`src/rtl/edt_pkg.sv`:
```
package edt_pkg;
   typedef enum logic [1:0] {
      ST_IDLE  = 2'd0,
      ST_WAIT  = 2'd1,
      ST_SHIFT = 2'd2
   } edt_state_t;
endpackage

```
`src/rtl/edt_edge_sync.sv`:
```
module edt_edge_sync #(
   parameter bit RISE_EDGE = 1'b1
) (
   input  logic clk,
   input  logic rst_n,
   input  logic async_in,
   output logic edge_pulse
);
   logic meta_q, sync_q, prev_q;

   always_ff @(posedge clk) begin
      if (!rst_n) begin
         meta_q <= 1'b0;
         sync_q <= 1'b0;
         prev_q <= 1'b0;
      end else begin
         meta_q <= async_in;
         sync_q <= meta_q;
         prev_q <= sync_q;
      end
   end

   generate
      if (RISE_EDGE) begin : g_rise
         assign edge_pulse = sync_q & ~prev_q;
      end else begin : g_fall
         assign edge_pulse = ~sync_q & prev_q;
      end
   endgenerate
endmodule

```
`src/rtl/edt_tick_gen.sv`:
```
module edt_tick_gen #(
   parameter int TICK_DIV = 125
) (
   input  logic clk,
   input  logic rst_n,
   input  logic restart,
   output logic tick
);
   generate
      if (TICK_DIV == 1) begin : g_pass
         assign tick = 1'b1;
      end else begin : g_count
         localparam int CW = $clog2(TICK_DIV);
         localparam logic [CW-1:0] TOP = CW'(TICK_DIV - 1);
         logic [CW-1:0] cnt_q;

         always_ff @(posedge clk) begin
            if (!rst_n || restart) begin
               cnt_q <= '0;
            end else if (cnt_q == TOP) begin
               cnt_q <= '0;
            end else begin
               cnt_q <= cnt_q + 1'b1;
            end
         end

         assign tick = (cnt_q == TOP);
      end
   endgenerate
endmodule

```
`src/rtl/edt_frame_ctrl.sv`:
```
module edt_frame_ctrl
   import edt_pkg::*;
#(
   parameter int DATA_W = 8,
   parameter int DLY_W  = 8
) (
   input  logic              clk,
   input  logic              rst_n,
   input  logic              trig,
   input  logic              tick,
   input  logic [DLY_W-1:0]  delay_n,
   input  logic [DATA_W-1:0] word,
   output logic              restart,
   output logic              ser_out,
   output logic              busy
);
   localparam int FRAME_W = DATA_W + 2;
   localparam int BIT_W   = $clog2(FRAME_W);
   localparam logic [BIT_W-1:0] LAST_BIT = BIT_W'(FRAME_W - 1);

   edt_state_t         st_q;
   logic [DLY_W-1:0]   dcnt_q;
   logic [FRAME_W-1:0] shreg_q;
   logic [BIT_W-1:0]   bcnt_q;

   assign restart = (st_q == ST_IDLE) && trig;

   always_ff @(posedge clk) begin
      if (!rst_n) begin
         st_q    <= ST_IDLE;
         dcnt_q  <= '0;
         shreg_q <= '1;
         bcnt_q  <= '0;
      end else begin
         unique case (st_q)
            ST_IDLE: begin
               if (trig) begin
                  shreg_q <= {1'b1, word, 1'b0};
                  bcnt_q  <= '0;
                  dcnt_q  <= delay_n;
                  st_q    <= (delay_n == '0) ? ST_SHIFT : ST_WAIT;
               end
            end
            ST_WAIT: begin
               if (tick) begin
                  if (dcnt_q == DLY_W'(1)) st_q <= ST_SHIFT;
                  else                     dcnt_q <= dcnt_q - 1'b1;
               end
            end
            ST_SHIFT: begin
               if (tick) begin
                  if (bcnt_q == LAST_BIT) begin
                     st_q    <= ST_IDLE;
                     shreg_q <= '1;
                  end else begin
                     shreg_q <= {1'b1, shreg_q[FRAME_W-1:1]};
                     bcnt_q  <= bcnt_q + 1'b1;
                  end
               end
            end
            default: st_q <= ST_IDLE;
         endcase
      end
   end

   assign ser_out = (st_q == ST_SHIFT) ? shreg_q[0] : 1'b1;
   assign busy    = (st_q != ST_IDLE);
endmodule

```
`src/rtl/edge_delay_tx.sv`:
```
module edge_delay_tx #(
   parameter int DATA_W    = 8,
   parameter int DLY_W     = 8,
   parameter int TICK_DIV  = 125,
   parameter bit RISE_EDGE = 1'b1
) (
   input  logic              clk,
   input  logic              rst_n,
   input  logic              ref_in,
   input  logic [DLY_W-1:0]  delay_n,
   input  logic [DATA_W-1:0] load_data,
   input  logic              load_stb,
   output logic              ser_out,
   output logic              busy
);
   generate
      if (DATA_W < 1) begin : g_bad_data_w
         $error("DATA_W must be at least 1");
      end
      if (DLY_W < 1) begin : g_bad_dly_w
         $error("DLY_W must be at least 1");
      end
      if (TICK_DIV < 1) begin : g_bad_tick_div
         $error("TICK_DIV must be at least 1");
      end
   endgenerate

   logic              edge_evt;
   logic              tick;
   logic              restart;
   logic [DATA_W-1:0] hold_q;

   always_ff @(posedge clk) begin
      if (!rst_n)                  hold_q <= '0;
      else if (load_stb && !busy)  hold_q <= load_data;
   end

   edt_edge_sync #(.RISE_EDGE(RISE_EDGE)) u_edge (
      .clk        (clk),
      .rst_n      (rst_n),
      .async_in   (ref_in),
      .edge_pulse (edge_evt)
   );

   edt_tick_gen #(.TICK_DIV(TICK_DIV)) u_tick (
      .clk     (clk),
      .rst_n   (rst_n),
      .restart (restart),
      .tick    (tick)
   );

   edt_frame_ctrl #(.DATA_W(DATA_W), .DLY_W(DLY_W)) u_ctrl (
      .clk     (clk),
      .rst_n   (rst_n),
      .trig    (edge_evt),
      .tick    (tick),
      .delay_n (delay_n),
      .word    (hold_q),
      .restart (restart),
      .ser_out (ser_out),
      .busy    (busy)
   );
endmodule

```
`config.mk`:
```
export PLATFORM = sky130hd
export DESIGN_NAME = edge_delay_tx
export DESIGN_NICKNAME = d
export VERILOG_FILES = /design/src/rtl/edt_pkg.sv /design/src/rtl/edt_edge_sync.sv /design/src/rtl/edt_tick_gen.sv /design/src/rtl/edt_frame_ctrl.sv /design/src/rtl/edge_delay_tx.sv
export SDC_FILE = /design/constraint.sdc
export NUM_CORES = 1
export LEC_CHECK = 0
export BUFFER_PORTS_ARGS = -buffer_cell sky130_fd_sc_hd__buf_4
export CORE_ASPECT_RATIO = 1.75
export CORE_MARGIN = 4
export CORE_UTILIZATION = 35
export CTS_CLUSTER_DIAMETER = 30
export DETAILED_ROUTE_END_ITERATION = 8
export GPL_TIMING_DRIVEN = 0
export MAX_ROUTING_LAYER = met4
export PLACE_DENSITY = 0.49
export REMOVE_ABC_BUFFERS = 1
export SETUP_SLACK_MARGIN = 0.4
export SLEW_MARGIN = 20
export SYNTH_ARGS = -nofsm -noshare
export SYNTH_HDL_FRONTEND = slang
export SYNTH_HIERARCHICAL = 1
export SYNTH_SLANG_ARGS = --single-unit
```
`constraint.sdc`:
```
create_clock -name clk -period 2.4 [get_ports clk]
set_input_delay 0.24 -clock clk [delete_from_list [all_inputs] [get_ports clk]]
set_output_delay 0.24 -clock clk [all_outputs]
set_load 0.1 [all_outputs]
```
==> flow_summary.ini <==
[timing]
final.period_utilization_pct = 79.5
relSlewSlack_pct = 61.8
setup_viol = 0
tightest_slew_ps = 568
finalSetupTns_ps = 0
skew_ps = 3.71
hold_slack_ps = 158
fmax_mhz = 524
final_hold_viol_count = 0
rsz0062_at_grt = no
slew_viol_final = 0
min_period_ps = 1910

[die]
dieArea_mm2 = 0.00726
die_y_um = 110
rows = 36
initial_utilization_pct = 36.5
ios = 22
die_w_um = 66.1
core-area_mm2 = 0.00568

[logic_synthesis]
ys_warn_count = 6
synth_cell_types = 55
ys.flop_type = dfxtp_1
synth_compound_gate_area_share_pct = 19.0
synth_top_family_by_area = simple AND/OR/NAND/NOR gates
yosys.area_share.simple_pct = 25.6
syn_inst = 242
async_flop_share_pct = 0
synth-seq-cells = 41
synth-edff-count = 0
synthAdderAreaFrac_pct = 3.63
synth_xor_area_share_pct = 1.69
synthMuxAreaShare_pct = 4.35
seq_area_frac_synth_pct = 39.7
syn_area_mm2 = 0.00207
avgSynthCellArea_um2 = 8.55

[final_layout]
area_growth_pct = 15.3
n_fill_cell = 632
nNetsFinal = 284
instances_no_fill = 333
antenna_cells = 0
drive_gt1_share_pct = 18.3
layout.core_utilization_pct = 42.0

[placement]
portBuffers = 21
numPlacedInstances = 325
post-dp-hpwl_um = 3230
gp_congestion = 0.751

[clocking]
cts.sinks = 41
cts_tree = done
clockBufferDepth = 2
numCtsBuffers = 5
cts_hold_buffers = 0
clkLatencyLatePin_ps = 290
clock-root-buffer = clkbuf_8
cts.clk_slew.worst_paths_ps = 70
htreeDepth = 2

[power]
power.leakage_nw = 0.946
powerDensity_mw_per_mm2 = 641
max-vdd-ir-drop_uv = 349

[job]
cap_violations = 0

[global_routing]
first_global_vias = 1698
grt_pass1_wl_um = 7850
grtUsageTotal_pct = 14.2
grt_overflow = 0
grt_max_degree = 43
antenna_found_initial = 0

[detailed_routing]
drt_first_pass_iters = 6
drt-initial-drc-count = 69
drc_errors = 0
routed_wl_um = 4560
wl_per_cell_um = 13.7
via_per_inst = 5.15
postRouteAntennaNets = 0
num_vias = 1715

[worst_setup_path]
worstPathMaxFanout = 7
reg2reg_depth = 8
critPathArrivalTime_ps = 2090
path_class = flop to flop
required_ps = 2580
worstSetupEndpointType = flop
critPathLaunchType = flop

[worst_hold_path]
worstHoldPathCells = 2
hp-class = primary input to flop

[run_status]
status = completed
-- worst max-delay path, cell delays in order, from the launching register on --
cell	delay [ps]
dfxtp_1	340
inv_1	120
ha_4	160
nand3_2	100
nor2_4	170
mux2i_2	90
a211o_2	360
a211o_1	290
and3_1	180
-- stage by stage --
stage | power [mW] | area [um^2] | worst slack (ps)
floorplan | 1.01 | 1990 | 488
global placement | 1.11 | 2240 | 160
detailed placement | 1.11 | 2240 | 182
CTS | 1.54 | 2340 | 401
global route | 1.62 | 2390 | 408
finish | 1.53 | 2390 | 492
-- placed cells by master, fill, tap and decap left out, types with 3 or more instances in the layout --
master,synthesis,layout
a21oi_1,7,7
xor2_1,3,3
nor2b_1,5,3
a21boi_1,7,7
mux2i_1,9,8
nand2_1,37,37
inv_1,9,9
a21o_1,4,4
nand2b_1,4,4
nand3_1,6,5
o22ai_1,7,7
or3_1,3,3
clkbuf_8,0,5
buf_4,3,22
o211ai_1,7,7
and2_1,3,3
nor2_1,17,16
o21ai_0,11,11
nor4_1,3,3
dfxtp_1,41,40
nor3_1,3,3
ha_1,6,5
-- path summary, 6_finish.rpt --
path                                               from          endpoint  slack (ps)
worst max register to register  u_tick/g_count.cnt_q[1]  u_ctrl/dcnt_q[0]         490
worst min-delay path                             ref_in     u_edge/meta_q         160
worst min register to register            u_edge/meta_q     u_edge/sync_q         430
worst max-delay path            u_tick/g_count.cnt_q[1]  u_ctrl/dcnt_q[0]         490
-- power by group --
part / total [mW] / switching (mW) / leakage (nW) / internal (mW)
Combinational: 0.340 / 0.197 / 0.571 / 0.143
Sequential: 0.773 / 0.0467 / 0.335 / 0.727
Clock: 0.416 / 0.225 / 0.0399 / 0.191
Total: 1.53 / 0.468 / 0.946 / 1.06
-- kinds of logic after synthesis --
| kind of cell | count (synthesis) |
|---|---|
| adder cells (fa/ha/maj) | 6 |
| XOR/XNOR | 4 |
| flip-flops | 41 |
| AO/OA/AOI/OAI | 58 |
| buffers and inverters | 25 |
| multiplexers | 9 |
| AND/OR/NAND/NOR | 99 |
-- final cells by class --
type | count | area, um^2 | share of cell area [%]
repair buffers | 23 | 185 | 7.76
inverters | 11 | 41.3 | 1.73
clock inverters | 1 | 5.00 | 0.210
multi-input cells | 176 | 1170 | 49.0
clock buffers | 5 | 68.8 | 2.88
well taps | 76 | 95.1 | 3.99
flip-flops and latches | 41 | 822 | 34.5
-- what timing repair did --
action | in CTS | in global routing
setup buffers | 2 | 0
pin swaps | 1 | 3
endpoints found under the setup margin | 13 | 22
gates resized for setup | 2 | 10
-- registers in the layout (all words and copies together), names as in the netlist --
name	flops
u_ctrl/st_q	2
u_ctrl/dcnt_q	8
hold_q	8
u_tick/g_count.cnt_q	7
u_edge/meta_q	1
u_edge/sync_q	1
u_ctrl/shreg_q	9
u_edge/prev_q	1
u_ctrl/bcnt_q	4
-- metal layers --
metal  track usage [%]  wire length (um)  part of all wire (%)
met5                 -                 0                     0
met4              5.52                79                   1.7
met3              2.56               132                   2.9
met2              25.9              2450                    54
met1              14.8              1910                    42
-- synthesized netlist by cell type (2+ instances only) --
cell      instances  area (um^2)
a211o_1           2         17.5
a21boi_1          7         52.6
a21o_1            4         30.0
a21oi_1           7         35.0
and2_1            3         18.8
and3_1            2         12.5
and3b_1           2         17.5
buf_2             3         15.0
buf_4             3         22.5
buf_6             2         22.5
clkbuf_1          4         15.0
dfxtp_1          41          821
ha_1              6         75.1
inv_1             9         33.8
inv_2             2         7.51
mux2i_1           9         90.1
nand2_1          37          139
nand2b_1          4         25.0
nand3_1           6         30.0
nor2_1           17         63.8
nor2b_1           5         31.3
nor3_1            3         15.0
nor4_1            3         18.8
nor4bb_1          2         20.0
o211ai_1          7         52.6
o21ai_0          11         55.1
o21bai_1          2         15.0
o22ai_1           7         43.8
or3_1             3         18.8
or4_1             2         15.0
xor2_1            3         26.3
Note: power is estimated with default switching activity, not from simulation.
